**src/rtl/acc_mon_pkg.sv**
```systemverilog
package acc_mon_pkg;

    typedef enum logic [1:0] {
        HS_BOTH   = 2'd0,
        HS_A_ONLY = 2'd1,
        HS_B_ONLY = 2'd2,
        HS_NONE   = 2'd3
    } health_e;

    function automatic health_e health_of(input logic fa, input logic fb);
        if (fa && fb)  return HS_NONE;
        if (fa)        return HS_B_ONLY;
        if (fb)        return HS_A_ONLY;
        return HS_BOTH;
    endfunction

endpackage

```
**src/rtl/acc_compare.sv**
```systemverilog
module acc_compare
    import acc_mon_pkg::*;
#(
    parameter int W = 16
) (
    input  logic [W-1:0] a,
    input  logic [W-1:0] b,
    input  logic [W-1:0] r,
    input  logic [W-1:0] thresh,
    input  health_e      hs,
    output logic         miscmp,
    output logic         blame_a
);
    localparam int DW = W + 1;

    function automatic logic [DW-1:0] absdiff(input logic [W-1:0] x, input logic [W-1:0] y);
        logic signed [DW-1:0] xe;
        logic signed [DW-1:0] ye;
        logic signed [DW-1:0] d;
        xe = {x[W-1], x};
        ye = {y[W-1], y};
        d  = xe - ye;
        return d[DW-1] ? DW'(-d) : DW'(d);
    endfunction

    logic [DW-1:0] d_ab, d_ar, d_br, th_e;

    always_comb begin
        d_ab = absdiff(a, b);
        d_ar = absdiff(a, r);
        d_br = absdiff(b, r);
        th_e = {1'b0, thresh};
        miscmp  = 1'b0;
        blame_a = 1'b0;
        case (hs)
            HS_BOTH: begin
                miscmp  = d_ab > th_e;
                blame_a = d_ar >= d_br;
            end
            HS_A_ONLY: begin
                miscmp  = d_ar > th_e;
                blame_a = 1'b1;
            end
            HS_B_ONLY: begin
                miscmp  = d_br > th_e;
                blame_a = 1'b0;
            end
            default: begin
                miscmp  = 1'b0;
                blame_a = 1'b0;
            end
        endcase
    end

endmodule

```
**src/rtl/acc_persist.sv**
```systemverilog
module acc_persist #(
    parameter int PERSIST = 3
) (
    input  logic clk,
    input  logic rst,
    input  logic clear,
    input  logic step,
    input  logic miscmp,
    output logic fire
);
    localparam int CW = (PERSIST < 2) ? 1 : $clog2(PERSIST + 1);

    logic [CW-1:0] cnt_q;

    assign fire = step && miscmp && (cnt_q == CW'(PERSIST - 1));

    always_ff @(posedge clk) begin
        if (rst || clear) begin
            cnt_q <= '0;
        end else if (step) begin
            if (!miscmp || fire) cnt_q <= '0;
            else                 cnt_q <= cnt_q + 1'b1;
        end
    end

endmodule

```
**src/rtl/acc_select.sv**
```systemverilog
module acc_select
    import acc_mon_pkg::*;
#(
    parameter int W = 16
) (
    input  logic [W-1:0] a,
    input  logic [W-1:0] b,
    input  health_e      hs,
    output logic [W-1:0] value,
    output logic         ok
);
    logic [W:0] sum;

    always_comb begin
        sum = {a[W-1], a} + {b[W-1], b};
        value = '0;
        ok    = 1'b1;
        case (hs)
            HS_BOTH:   value = sum[W:1];
            HS_A_ONLY: value = a;
            HS_B_ONLY: value = b;
            default: begin
                value = '0;
                ok    = 1'b0;
            end
        endcase
    end

endmodule

```
**src/rtl/acc_voter.sv**
```systemverilog
module acc_voter
    import acc_mon_pkg::*;
#(
    parameter int W       = 16,
    parameter int PERSIST = 3
) (
    input  logic         clk,
    input  logic         rst,
    input  logic         smp_valid_i,
    input  logic [W-1:0] acc_a_i,
    input  logic [W-1:0] acc_b_i,
    input  logic [W-1:0] ref_i,
    input  logic [W-1:0] thresh_i,
    input  logic         clear_i,
    output logic [W-1:0] nz_o,
    output logic         nz_valid_o,
    output logic         fault_a_o,
    output logic         fault_b_o
);
    logic         fa_q, fb_q;
    logic         step, miscmp, blame_a, fire;
    logic         fa_n, fb_n, sel_ok;
    logic [W-1:0] sel_val;
    health_e      hs_now, hs_next;

    assign step    = smp_valid_i && !clear_i;
    assign hs_now  = health_of(fa_q, fb_q);
    assign fa_n    = fa_q || (fire && blame_a);
    assign fb_n    = fb_q || (fire && !blame_a);
    assign hs_next = health_of(fa_n, fb_n);

    acc_compare #(.W(W)) u_cmp (
        .a(acc_a_i), .b(acc_b_i), .r(ref_i), .thresh(thresh_i),
        .hs(hs_now), .miscmp(miscmp), .blame_a(blame_a)
    );

    acc_persist #(.PERSIST(PERSIST)) u_per (
        .clk(clk), .rst(rst), .clear(clear_i), .step(step),
        .miscmp(miscmp), .fire(fire)
    );

    acc_select #(.W(W)) u_sel (
        .a(acc_a_i), .b(acc_b_i), .hs(hs_next),
        .value(sel_val), .ok(sel_ok)
    );

    always_ff @(posedge clk) begin
        if (rst) begin
            fa_q       <= 1'b0;
            fb_q       <= 1'b0;
            nz_o       <= '0;
            nz_valid_o <= 1'b0;
        end else if (clear_i) begin
            fa_q       <= 1'b0;
            fb_q       <= 1'b0;
            nz_valid_o <= 1'b0;
        end else begin
            nz_valid_o <= 1'b0;
            if (step) begin
                fa_q <= fa_n;
                fb_q <= fb_n;
                if (sel_ok) begin
                    nz_o       <= sel_val;
                    nz_valid_o <= 1'b1;
                end
            end
        end
    end

    assign fault_a_o = fa_q;
    assign fault_b_o = fb_q;

endmodule

```
**config.mk**
```make
export PLATFORM = sky130hd
export DESIGN_NAME = acc_voter
export DESIGN_NICKNAME = d
export VERILOG_FILES = /design/src/rtl/acc_mon_pkg.sv /design/src/rtl/acc_compare.sv /design/src/rtl/acc_persist.sv /design/src/rtl/acc_select.sv /design/src/rtl/acc_voter.sv
export SDC_FILE = /design/constraint.sdc
export NUM_CORES = 1
export LEC_CHECK = 0
export ABC_CLOCK_PERIOD_IN_PS = 8700
export CAP_MARGIN = 30
export CORE_ASPECT_RATIO = 0.7
export CORE_MARGIN = 10
export CORE_UTILIZATION = 29
export DETAILED_ROUTE_END_ITERATION = 7
export GPL_TIMING_DRIVEN = 0
export PLACE_DENSITY = 0.52
export SYNTH_ARGS = -nofsm -noshare
export SYNTH_HDL_FRONTEND = slang
export SYNTH_SLANG_ARGS = --single-unit
```
**constraint.sdc**
```tcl
create_clock -name clk -period 8.7 [get_ports clk]
set_clock_uncertainty 0.1 [all_clocks]
set_input_delay 1.74 -clock clk [delete_from_list [all_inputs] [get_ports clk]]
set_output_delay 1.74 -clock clk [all_outputs]
set_load 0.005 [all_outputs]
```
==> impl_metrics.json <==
{
  "outcome": "finished clean",
  "vias": 7734,
  "post-route-util": 0.354,
  "finalWeightedCongestion": 0.864,
  "fmax_mhz": 119,
  "yosys.area.top_type": "ha_1",
  "hpwl_um": 23000,
  "dieWidth_um": 210,
  "syn-num-nets": 1216,
  "cts_hold_buf": 0,
  "async_flop_share": 0,
  "synth_area_per_cell_um2": 7.27,
  "grt_pass1_vias": 6891,
  "worst_pin_slew_ns": 0.843,
  "clock_sinks": 21,
  "drt-initial-drc-count": 756,
  "setup_viol": 0,
  "grt-ovfl-total": 0,
  "ys_warn_count": 0,
  "yosys-top-cells-area": "ha_1 (23%), xnor2_1 (6.9%), dfxtp_1 (5.7%), inv_1 (5.0%), nor2_1 (4.9%)",
  "cts-htree-levels": 1,
  "clockBufferDepth": 2,
  "routedWlPerCell_um": 18.6,
  "drc": 0,
  "start_util": 0.296,
  "maxCapViolCount": 0,
  "grt.total_usage": 0.157,
  "vdd_drop_max_uv": 56.6,
  "rows": 48,
  "dr.pass1.iters": 6,
  "crit_slowest_cell": "clkbuf_1",
  "port-buffer-count": 85,
  "vias_per_cell": 5.42,
  "core_mm2": 0.0248,
  "setup_ws_ns": 0.305,
  "powerDensity_mw_per_mm2": 125,
  "finalHoldViolCount": 0,
  "cp.arrival_ns": 8.46,
  "ant_nets": 0,
  "syn_inst": 1011,
  "stdcell_area_mm2": 0.00877,
  "dpl_cell_area_mm2": 0.00861,
  "hp-class": "register to register",
  "area_growth_pct": 19.3,
  "start_kind": "primary input",
  "worstPathMaxFanout": 10,
  "grt_pass1_wl_um": 40700,
  "die_h_um": 153,
  "synth_edf_count": 0,
  "n_fill_cell": 2673,
  "worstPathRequired_ns": 8.77,
  "syn-cell-area_mm2": 0.00735,
  "crit_chain": "clkdlybuf4s50_1 > ha_1 > o21ai_0 > a21oi_2 > o311ai_2 > and2_1 > o2111ai_1 > o21ai_1 > clkbuf_1 > o21ai_0 > xnor2_1 > ha_1 > nand4_1 > nor2_1 > nand4_1 > o211ai_1 > o22ai_2 > a211o_2 > a21boi_4 > clkbuf_4 > a22oi_1 > a311oi_1",
  "wirelength_um": 26500,
  "fin_crit_sh": 0.965,
  "clkLatencyLatePin_ns": 0.27,
  "synthDistinctLibCells": 86,
  "crit_path_max_incr_delay_ns": 0.53,
  "nNetsFinal": 1308,
  "register_area_um2": 420,
  "drive_above_1_share": 0.0481,
  "maxSlewViolCount": 0,
  "n_antenna_cell": 0,
  "cts-root-buf": "clkbuf_16",
  "pin_count": 87,
  "multiInputGateArea_mm2": 0.00645,
  "slew_headroom": 0.435,
  "cts_tree": "done",
  "grt_max_degree": 12,
  "worstSetupEndpointType": "register",
  "finalCriticalPeriod_ns": 8.40,
  "synth.top_cell.area_share": 0.226,
  "ys_ff_latch": 21,
  "synth_flop_cell": "dfxtp_1",
  "p_leak_nw": 3.85,
  "power_mw": 1.09,
  "antenna_found_initial": 0,
  "dp_slack_ns": -0.267,
  "fin_tns_setup_ns": 0,
  "worst-setup-path-type": "primary input to register",
  "dieArea_mm2": 0.0322,
  "synth_seq_area_share": 0.0572,
  "cts.reportedPaths.clkPinSlew_ns": 0.06,
  "cts_buffers": 3
}
synthesized netlist by cell type, types with 9 or more instances:
cell type,count
a211oi_1,14
a21o_1,33
a21oi_1,64
a22oi_1,13
a311oi_1,14
buf_2,9
clkbuf_1,18
dfxtp_1,21
ha_1,133
inv_1,98
nand2_1,68
nand2b_1,14
nand3_1,28
nand4_1,12
nor2_1,96
nor2b_1,25
nor3_1,27
o211ai_1,12
o21a_1,14
o21ai_0,44
xnor2_1,58
xor2_1,26
routing by layer:
| layer | vias to the layer above | track usage | wire (um) |
|---|---|---|---|
| met2 | 234 | 0.207 | 9910 |
| met1 | 3592 | 0.260 | 14900 |
| met5 | - | 0 | 0 |
| met3 | 2 | 0.0268 | 1700 |
| met4 | 0 | 0.00516 | 25 |
| li1 | 3906 | - | - |
sequential cells by signal, summed over array words and instances (netlist names):
name,count
nz_valid_o,1
fault_a_o,1
u_per.cnt_q,2
fault_b_o,1
nz_o,16
cells by family (layout without fill, tap and decap cells):
family	Yosys count	count (layout)	share of synthesized area
simple gates	327	327	0.223
compound gates	308	308	0.306
fa+ha+maj	137	137	0.237
buf+inv	131	222	0.0725
xor+xnor	84	84	0.100
flops	21	21	0.0572
mux	3	3	0.00426
area by class of cell:
| cell class | instances | share of cell area |
|---|---|---|
| plain buffers | 33 | 0.0191 |
| well taps | 325 | 0.0464 |
| flip-flops and latches | 21 | 0.0479 |
| repair buffers | 87 | 0.100 |
| inverters | 98 | 0.0420 |
| multi-input cells | 859 | 0.735 |
| clock buffers | 4 | 0.00899 |
what timing repair did:
| action | in CTS | in global routing |
|---|---|---|
| setup endpoints to repair | 14 | 17 |
| buffers inserted | 0 | 2 |
| gates resized for setup | 1 | 12 |
| cloned | 0 | 0 |
| pin swaps | 0 | 1 |
report_power, final:
part	internal [mW]	switching, mW	total, mW
sequential	0.102	0.00308	0.106
combinational	0.372	0.513	0.885
clock	0.0627	0.0405	0.103
total	0.537	0.557	1.09
through the flow:
stage	cells	hold WS [ns]
detailed placement	1421	0.395
finish	1427	0.399
global route	1427	0.426
floorplan	1011	0.392
global placement	1421	0.393
CTS	1425	0.403
critical path: cells and delay by family:
kind | cells | cell delay [ns]
adders and majority gates | 2 | 0.76
and+or+nand+nor | 4 | 1.13
buffers and inverters | 3 | 1.35
xor gates and xnor gates | 1 | 0.20
AOI/OAI and AO/OA | 12 | 3.25
cells in the final DEF (no fill, tap or decap), types with 13 or more instances in the layout:
master           netlist  layout
clkbuf_1              18      19
a22oi_1               13      13
o21ai_0               44      44
inv_1                 98      98
a21o_1                33      33
xnor2_1               58      58
dfxtp_1               21      21
o21a_1                14      14
a311oi_1              14      14
nand2b_1              14      14
xor2_1                26      26
a211oi_1              14      13
clkdlybuf4s50_1        0      84
nor3_1                27      27
nor2_1                96      96
nor2b_1               25      25
nand3_1               28      28
nand2_1               68      68
ha_1                 133     133
a21oi_1               64      60
final timing paths:
check,from,end,slack (ns),depth (start not counted)
worst min-delay path,nz_o[14],nz_o[14],0.40,2
worst max-delay path,acc_b_i[3],nz_o[0],0.30,22
worst max register to register,fault_b_o,nz_o[2],5.79,8
worst min register to register,nz_o[14],nz_o[14],0.40,2
(Power assumes the default switching activity.)
